`config.mk`:
```
export PLATFORM = sky130hd
export DESIGN_NAME = lcd_drive_timing
export DESIGN_NICKNAME = d
export VERILOG_FILES = /design/src/rtl/lcdt_pkg.sv /design/src/rtl/lcdt_xshift.sv /design/src/rtl/lcdt_lineseq.sv /design/src/rtl/lcdt_framectl.sv /design/src/rtl/lcd_drive_timing.sv
export SDC_FILE = /design/constraint.sdc
export NUM_CORES = 1
export LEC_CHECK = 0
export BUFFER_PORTS_ARGS = -buffer_cell sky130_fd_sc_hd__clkbuf_2
export CAP_MARGIN = 30
export CORE_MARGIN = 2
export CORE_UTILIZATION = 30
export DETAILED_ROUTE_END_ITERATION = 12
export SLEW_MARGIN = 25
export SYNTH_ARGS = -nofsm -noshare
export SYNTH_HDL_FRONTEND = slang
export SYNTH_SLANG_ARGS = --single-unit
```
`constraint.sdc`:
```
create_clock -name clk -period 2 [get_ports clk]
set_input_delay 0.1 -clock clk [delete_from_list [all_inputs] [get_ports clk]]
set_output_delay 0.1 -clock clk [all_outputs]
set_load 0.02 [all_outputs]
```
`src/rtl/lcdt_pkg.sv`:
```
package lcdt_pkg;
  typedef enum logic [1:0] {
    SEQ_IDLE,
    SEQ_SHIFT,
    SEQ_LATCH,
    SEQ_EOL
  } seq_state_e;
endpackage

```
`src/rtl/lcdt_xshift.sv`:
```
module lcdt_xshift #(
  parameter int NIB_W     = 8,
  parameter int CHAIN_LEN = 16
) (
  input  logic             clk,
  input  logic             rst_n,
  input  logic             line_open,
  input  logic [NIB_W-1:0] cfg_nibbles,
  input  logic             pix_valid,
  input  logic [3:0]       pix_data,
  output logic             pix_ready,
  output logic [3:0]       xd,
  output logic             xscl,
  output logic             xecl,
  output logic             last_acc
);
  localparam int CH_W = (CHAIN_LEN > 1) ? $clog2(CHAIN_LEN) : 1;
  localparam logic [CH_W-1:0] CH_LAST = CH_W'(CHAIN_LEN - 1);

  logic [NIB_W-1:0] nib_cnt;
  logic [CH_W-1:0]  chain_cnt;
  logic             acc;
  logic             chain_end;

  // one free cycle after each shift pulse gives xscl a falling edge
  assign pix_ready = line_open & ~xscl;
  assign acc       = pix_valid & pix_ready;
  assign last_acc  = acc && (nib_cnt == (cfg_nibbles - NIB_W'(1)));
  assign chain_end = (chain_cnt == CH_LAST);

  always_ff @(posedge clk or negedge rst_n) begin
    if (!rst_n) begin
      xd        <= '0;
      xscl      <= 1'b0;
      xecl      <= 1'b0;
      nib_cnt   <= '0;
      chain_cnt <= '0;
    end else begin
      xscl <= acc;
      xecl <= acc & chain_end;
      if (acc) begin
        xd <= pix_data;
        if (last_acc) begin
          nib_cnt   <= '0;
          chain_cnt <= '0;
        end else begin
          nib_cnt   <= nib_cnt + NIB_W'(1);
          chain_cnt <= chain_end ? '0 : chain_cnt + CH_W'(1);
        end
      end
    end
  end
endmodule

```
`src/rtl/lcdt_lineseq.sv`:
```
module lcdt_lineseq
  import lcdt_pkg::*;
#(
  parameter int LINE_W = 9
) (
  input  logic              clk,
  input  logic              rst_n,
  input  logic              last_acc,
  input  logic [LINE_W-1:0] cfg_lines,
  output logic              line_open,
  output logic              lp,
  output logic              yscl,
  output logic              yd,
  output logic              line_end,
  output logic              frame_end
);
  seq_state_e        state;
  logic [LINE_W-1:0] line_idx;
  logic [LINE_W-1:0] line_nxt;
  logic [LINE_W-1:0] last_line;

  assign last_line = cfg_lines - LINE_W'(1);
  assign line_open = (state == SEQ_SHIFT);
  assign line_end  = (state == SEQ_EOL);
  assign frame_end = line_end && (line_idx == last_line);
  assign line_nxt  = frame_end ? '0 : line_idx + LINE_W'(1);

  always_ff @(posedge clk or negedge rst_n) begin
    if (!rst_n) begin
      state    <= SEQ_IDLE;
      line_idx <= '0;
      lp       <= 1'b0;
      yscl     <= 1'b0;
      yd       <= 1'b0;
    end else begin
      case (state)
        SEQ_IDLE:  state <= SEQ_SHIFT;
        SEQ_SHIFT: if (last_acc) state <= SEQ_LATCH;
        SEQ_LATCH: begin
          lp    <= 1'b1;
          yscl  <= 1'b1;
          state <= SEQ_EOL;
        end
        SEQ_EOL: begin
          lp       <= 1'b0;
          yscl     <= 1'b0;
          line_idx <= line_nxt;
          yd       <= (line_nxt == last_line);
          state    <= SEQ_SHIFT;
        end
        default: state <= SEQ_IDLE;
      endcase
    end
  end
endmodule

```
`src/rtl/lcdt_framectl.sv`:
```
module lcdt_framectl #(
  parameter int LINE_W = 9
) (
  input  logic              clk,
  input  logic              rst_n,
  input  logic              line_end,
  input  logic              frame_end,
  input  logic              cfg_wf_mode,
  input  logic [LINE_W-1:0] cfg_wf_lines,
  input  logic              sleep_req,
  output logic              wf,
  output logic              ydis
);
  logic [LINE_W-1:0] wf_cnt;
  logic              sleep_pend;
  logic              wf_line_hit;

  assign wf_line_hit = (wf_cnt == (cfg_wf_lines - LINE_W'(1)));

  always_ff @(posedge clk or negedge rst_n) begin
    if (!rst_n) begin
      wf         <= 1'b0;
      wf_cnt     <= '0;
      ydis       <= 1'b0;
      sleep_pend <= 1'b0;
    end else begin
      if (line_end) begin
        if (cfg_wf_mode) begin
          if (wf_line_hit) begin
            wf     <= ~wf;
            wf_cnt <= '0;
          end else begin
            wf_cnt <= wf_cnt + LINE_W'(1);
          end
        end else begin
          wf_cnt <= '0;
          if (frame_end) wf <= ~wf;
        end
      end
      if (frame_end) begin
        ydis       <= ~sleep_pend;
        sleep_pend <= sleep_req;
      end
    end
  end
endmodule

```
`src/rtl/lcd_drive_timing.sv`:
```
module lcd_drive_timing #(
  parameter int NIB_W     = 8,
  parameter int LINE_W    = 9,
  parameter int CHAIN_LEN = 16
) (
  input  logic              clk,
  input  logic              rst_n,
  input  logic [NIB_W-1:0]  cfg_nibbles,
  input  logic [LINE_W-1:0] cfg_lines,
  input  logic              cfg_wf_mode,
  input  logic [LINE_W-1:0] cfg_wf_lines,
  input  logic              sleep_req,
  input  logic              pix_valid,
  input  logic [3:0]        pix_data,
  output logic              pix_ready,
  output logic [3:0]        xd,
  output logic              xscl,
  output logic              xecl,
  output logic              lp,
  output logic              yscl,
  output logic              yd,
  output logic              wf,
  output logic              ydis
);
  logic line_open;
  logic last_acc;
  logic line_end;
  logic frame_end;

  lcdt_xshift #(.NIB_W(NIB_W), .CHAIN_LEN(CHAIN_LEN)) u_xshift (
    .clk        (clk),
    .rst_n      (rst_n),
    .line_open  (line_open),
    .cfg_nibbles(cfg_nibbles),
    .pix_valid  (pix_valid),
    .pix_data   (pix_data),
    .pix_ready  (pix_ready),
    .xd         (xd),
    .xscl       (xscl),
    .xecl       (xecl),
    .last_acc   (last_acc)
  );

  lcdt_lineseq #(.LINE_W(LINE_W)) u_lineseq (
    .clk      (clk),
    .rst_n    (rst_n),
    .last_acc (last_acc),
    .cfg_lines(cfg_lines),
    .line_open(line_open),
    .lp       (lp),
    .yscl     (yscl),
    .yd       (yd),
    .line_end (line_end),
    .frame_end(frame_end)
  );

  lcdt_framectl #(.LINE_W(LINE_W)) u_framectl (
    .clk         (clk),
    .rst_n       (rst_n),
    .line_end    (line_end),
    .frame_end   (frame_end),
    .cfg_wf_mode (cfg_wf_mode),
    .cfg_wf_lines(cfg_wf_lines),
    .sleep_req   (sleep_req),
    .wf          (wf),
    .ydis        (ydis)
  );
endmodule

```
==> summary.md <==
| Metric | Value |
|---|---|
| Status | complete, but fails checks |
| Failing checks | negative setup slack |
| Core Rows | 36 |
| Setup_tns | -0.0501 ns |
| Internal reg-to-reg setup slack | -0.03 ns |
| Relative slew slack | 68.4% |
| Die area | 10900 sq um |
| R2R cell count | 8 |
| Cell area after layout | 4420 sq um |
| LEAKAGE | 2.03 nW |
| EDFF count, synth | 0 |
| Pre-antenna DRT Iters | 4 |
| Fill cell count | 917 |
| Vias | 2881 |
| Commonest cells after routing, fill and taps aside | 61 x buf_4, 46 x clkbuf_2, 40 x nand2_1, 39 x dfrtp_1, 26 x nor2_1 |
| Initial DRC count | 65 |
| Post-synthesis net count | 390 |
| RD Place Congestion | 0.802 |
| Syn Area/Cell | 8.78 sq um |
| Clock Tree Root | clkbuf_8 |
| Post-route setup slack | -0.0325 ns |
| Total track usage | 13.6% |
| Peak Freq | 492 MHz |
| Max-cap viol count | 0 |
| GR peak layer | met2 |
| Crit share post-route | 102% |
| Worst slack at placement | -0.243 ns |
| CP Buf/Inv Count | 1 |
| Hold endpoint | u_framectl.sleep_pend$_DFFE_PN0N_ |
| Slew Limit Fails | 0 |
| Area grow syn2layout | 45.8% |
| Routed len/inst | 12.6 um |
| Synth Instances | 345 |
| Sequential cell area | 1080 sq um |
| Reg-to-reg critical path endpoint | u_framectl.wf_cnt[4]$_DFFE_PN0P_ |
| Vias/cell | 4.83 |
| Pin count of the biggest net entering global routing | 27 |
| First-pass GRT wire length | 12500 um |
| Most common cell after layout, fill and taps aside | buf_4 |
| Post-Syn Area | 3030 sq um |
| Maximum root-to-sink buffer count | 2 |
| Area after DPL | 3870 sq um |
| Die Ht | 105 um |
| Slew @ Worst Pin | 0.470 ns |
| Endpoints failing hold | 0 |
| Delay-heaviest family, CP | compound AO/OA/AOI/OAI gates |
| Area occupied by multi-input gates | 2120 sq um |
| Starting Density | 31.0% |
| Met3 Resource Use GR | 2.32% |
| Fin cells | 597 |
| Hold_ws | 0.0555 ns |
| Pwr/cell area | 925 nW/um^2 |
| Share of post-route cells with drive strength above 1 | 39.9% |
| Initial antenna violation count | 0 |
| Worst Hold Path Cells | 2 |
| Critical-path cell list | xnor2_2 > nor4b_1 > o21ai_0 > and3_4 > o31ai_4 > buf_6 > nor2_1 > a211o_1 |
| Sequential element share of the synthesized area | 35.5% |
| CTS buffer count | 5 |
| Placed cell count | 572 |
| Horiz. Die Dim | 105 um |
| Final Critical Period | 2.03 ns |
| CP Data Required Time | 2.17 ns |
| Port bufs | 46 |
| Largest fanout on the critical path | 5 |
| Clock slew seen by the registers of the worst setup and hold paths | 0.08 ns |
| Worst hold path type | input port to flop |
| Main synth FF type | dfrtp_1 |
| CTS tree | done |
| DRC viols | 0 |
| Fin nets | 508 |
| Post-synthesis register bit count | 43 |
| GR Overflow Total | 0 |
| Hpwl dp | 5510 um |
| Final core occ | 45.2% |
| Startpoint Class | flop |
| Global-route track usage on met1 | 16.2% |
| RSZ-0062 raised after global routing | true |
| ANT nets after route | 0 |
| Worst EP arrival | 2.21 ns |
| Yosys cell types | 59 |
| # clock sinks | 43 |
| WL final | 7520 um |
| # setup viols final | 3 |
| Reg-to-reg startpoint | u_framectl.wf_cnt[8]$_DFFE_PN0P_ |
| Total core area | 9770 sq um |
| Asr flop ratio synth | 100% |
| Number of top-level pins | 47 |
| Slowest-stage cell, CP | dfrtp_1 |
| CP Class | flop to flop |
| Crit-path max cell delay | 0.41 ns |
| Synth warnings | 0 |
| Clock skew | 0.0143 ns |
| N_diodes | 0 |
| M2 GR Usage | 25.5% |
| Hold path startpoint | sleep_req |
| Max H-tree Level | 2 |
| Vias in the first global route | 2903 |
| Crit. End Element | flop |
| Clock Latency Late Sink | 0.30 ns |
| VDD IR max | 0.708 mV |
| Tot Pwr | 4.09 mW |
==> cells in the mapped netlist, drive strengths merged, types with 10 or more instances <==
| master | number | share of area, % |
|---|---|---|
| nor2 | 31 | 3.9 |
| xnor2 | 23 | 6.6 |
| clkbuf | 10 | 1.2 |
| dfrtp | 43 | 36 |
| o21ai | 15 | 2.5 |
| inv | 21 | 2.6 |
| nor3 | 14 | 2.3 |
| nand3 | 13 | 2.1 |
| xor2 | 21 | 6.3 |
| ha | 10 | 4.1 |
| nand2 | 41 | 5.1 |
| nor4 | 11 | 3.3 |
==> worst max path at each step <==
stage	startpoint	to	slack (ns)	depth (start not counted)
after floorplan	cfg_lines[3]	u_framectl.sleep_pend$_DFFE_PN0N_	-0.06	7
after global placement	cfg_wf_lines[2]	u_framectl.wf$_DFFE_PN0P_	-0.19	9
after detailed placement	cfg_wf_lines[2]	u_framectl.wf$_DFFE_PN0P_	-0.24	9
after CTS	u_framectl.wf_cnt[3]$_DFFE_PN0P_	u_framectl.wf$_DFFE_PN0P_	0.009	8
after global routing	u_lineseq.line_idx[0]$_DFFE_PN0P_	u_lineseq.line_idx[3]$_DFFE_PN0P_	-0.12	8
final	u_framectl.wf_cnt[8]$_DFFE_PN0P_	u_framectl.wf_cnt[4]$_DFFE_PN0P_	-0.03	8
==> timing repair <==
item	4_1_cts	5_1_grt
endpoints found under the setup margin	22	30
hold buffers	5	0
resized for setup	7	67
endpoints found under the hold margin	13	0
setup buffers	6	8
pin swaps	8	23
==> power breakdown <==
part	leakage [nW]	internal (mW)	switching, mW
clock	0.0412	0.244	0.298
combinational	1.44	1.06	1.06
sequential	0.547	1.13	0.301
total	2.03	2.43	1.66
==> area by class of cell <==
| class | instances | area share [%] |
|---|---|---|
| clock buffers | 6 | 1.64 |
| clock inverters | 2 | 0.283 |
| inverters | 21 | 1.78 |
| multi-input cells | 268 | 48.0 |
| flip-flops and latches | 43 | 24.5 |
| well taps | 133 | 3.77 |
| repair buffers | 124 | 20.0 |
==> layer usage <==
layer | vias to the layer above | share of wire (%) | wire [um]
met5 | - | 0 | 0
met4 | 0 | 0.60 | 45
met3 | 6 | 2.6 | 197
met2 | 41 | 54 | 4060
met1 | 1376 | 43 | 3210
li1 | 1458 | - | -
==> cells by family after synthesis <==
group / after synthesis / share of synthesized area [%]
compound gates: 62 / 14.5
fa+ha+maj: 10 / 4.13
xor+xnor: 46 / 14.5
buf+inv: 34 / 4.62
mux: 4 / 1.53
simple gates: 146 / 25.3
flops: 43 / 35.5
==> flip-flops by register name, indices dropped and copies added (netlist names) <==
register / count
u_xshift.xecl: 1
u_xshift.xd: 4
u_xshift.xscl: 1
u_framectl.sleep_pend: 1
u_framectl.wf_cnt: 9
u_lineseq.state: 2
u_xshift.chain_cnt: 4
u_xshift.nib_cnt: 8
u_lineseq.yd: 1
u_lineseq.lp: 1
u_framectl.ydis: 1
u_lineseq.line_idx: 9
u_framectl.wf: 1
No activity file was read; power rests on OpenSTA's default activity.
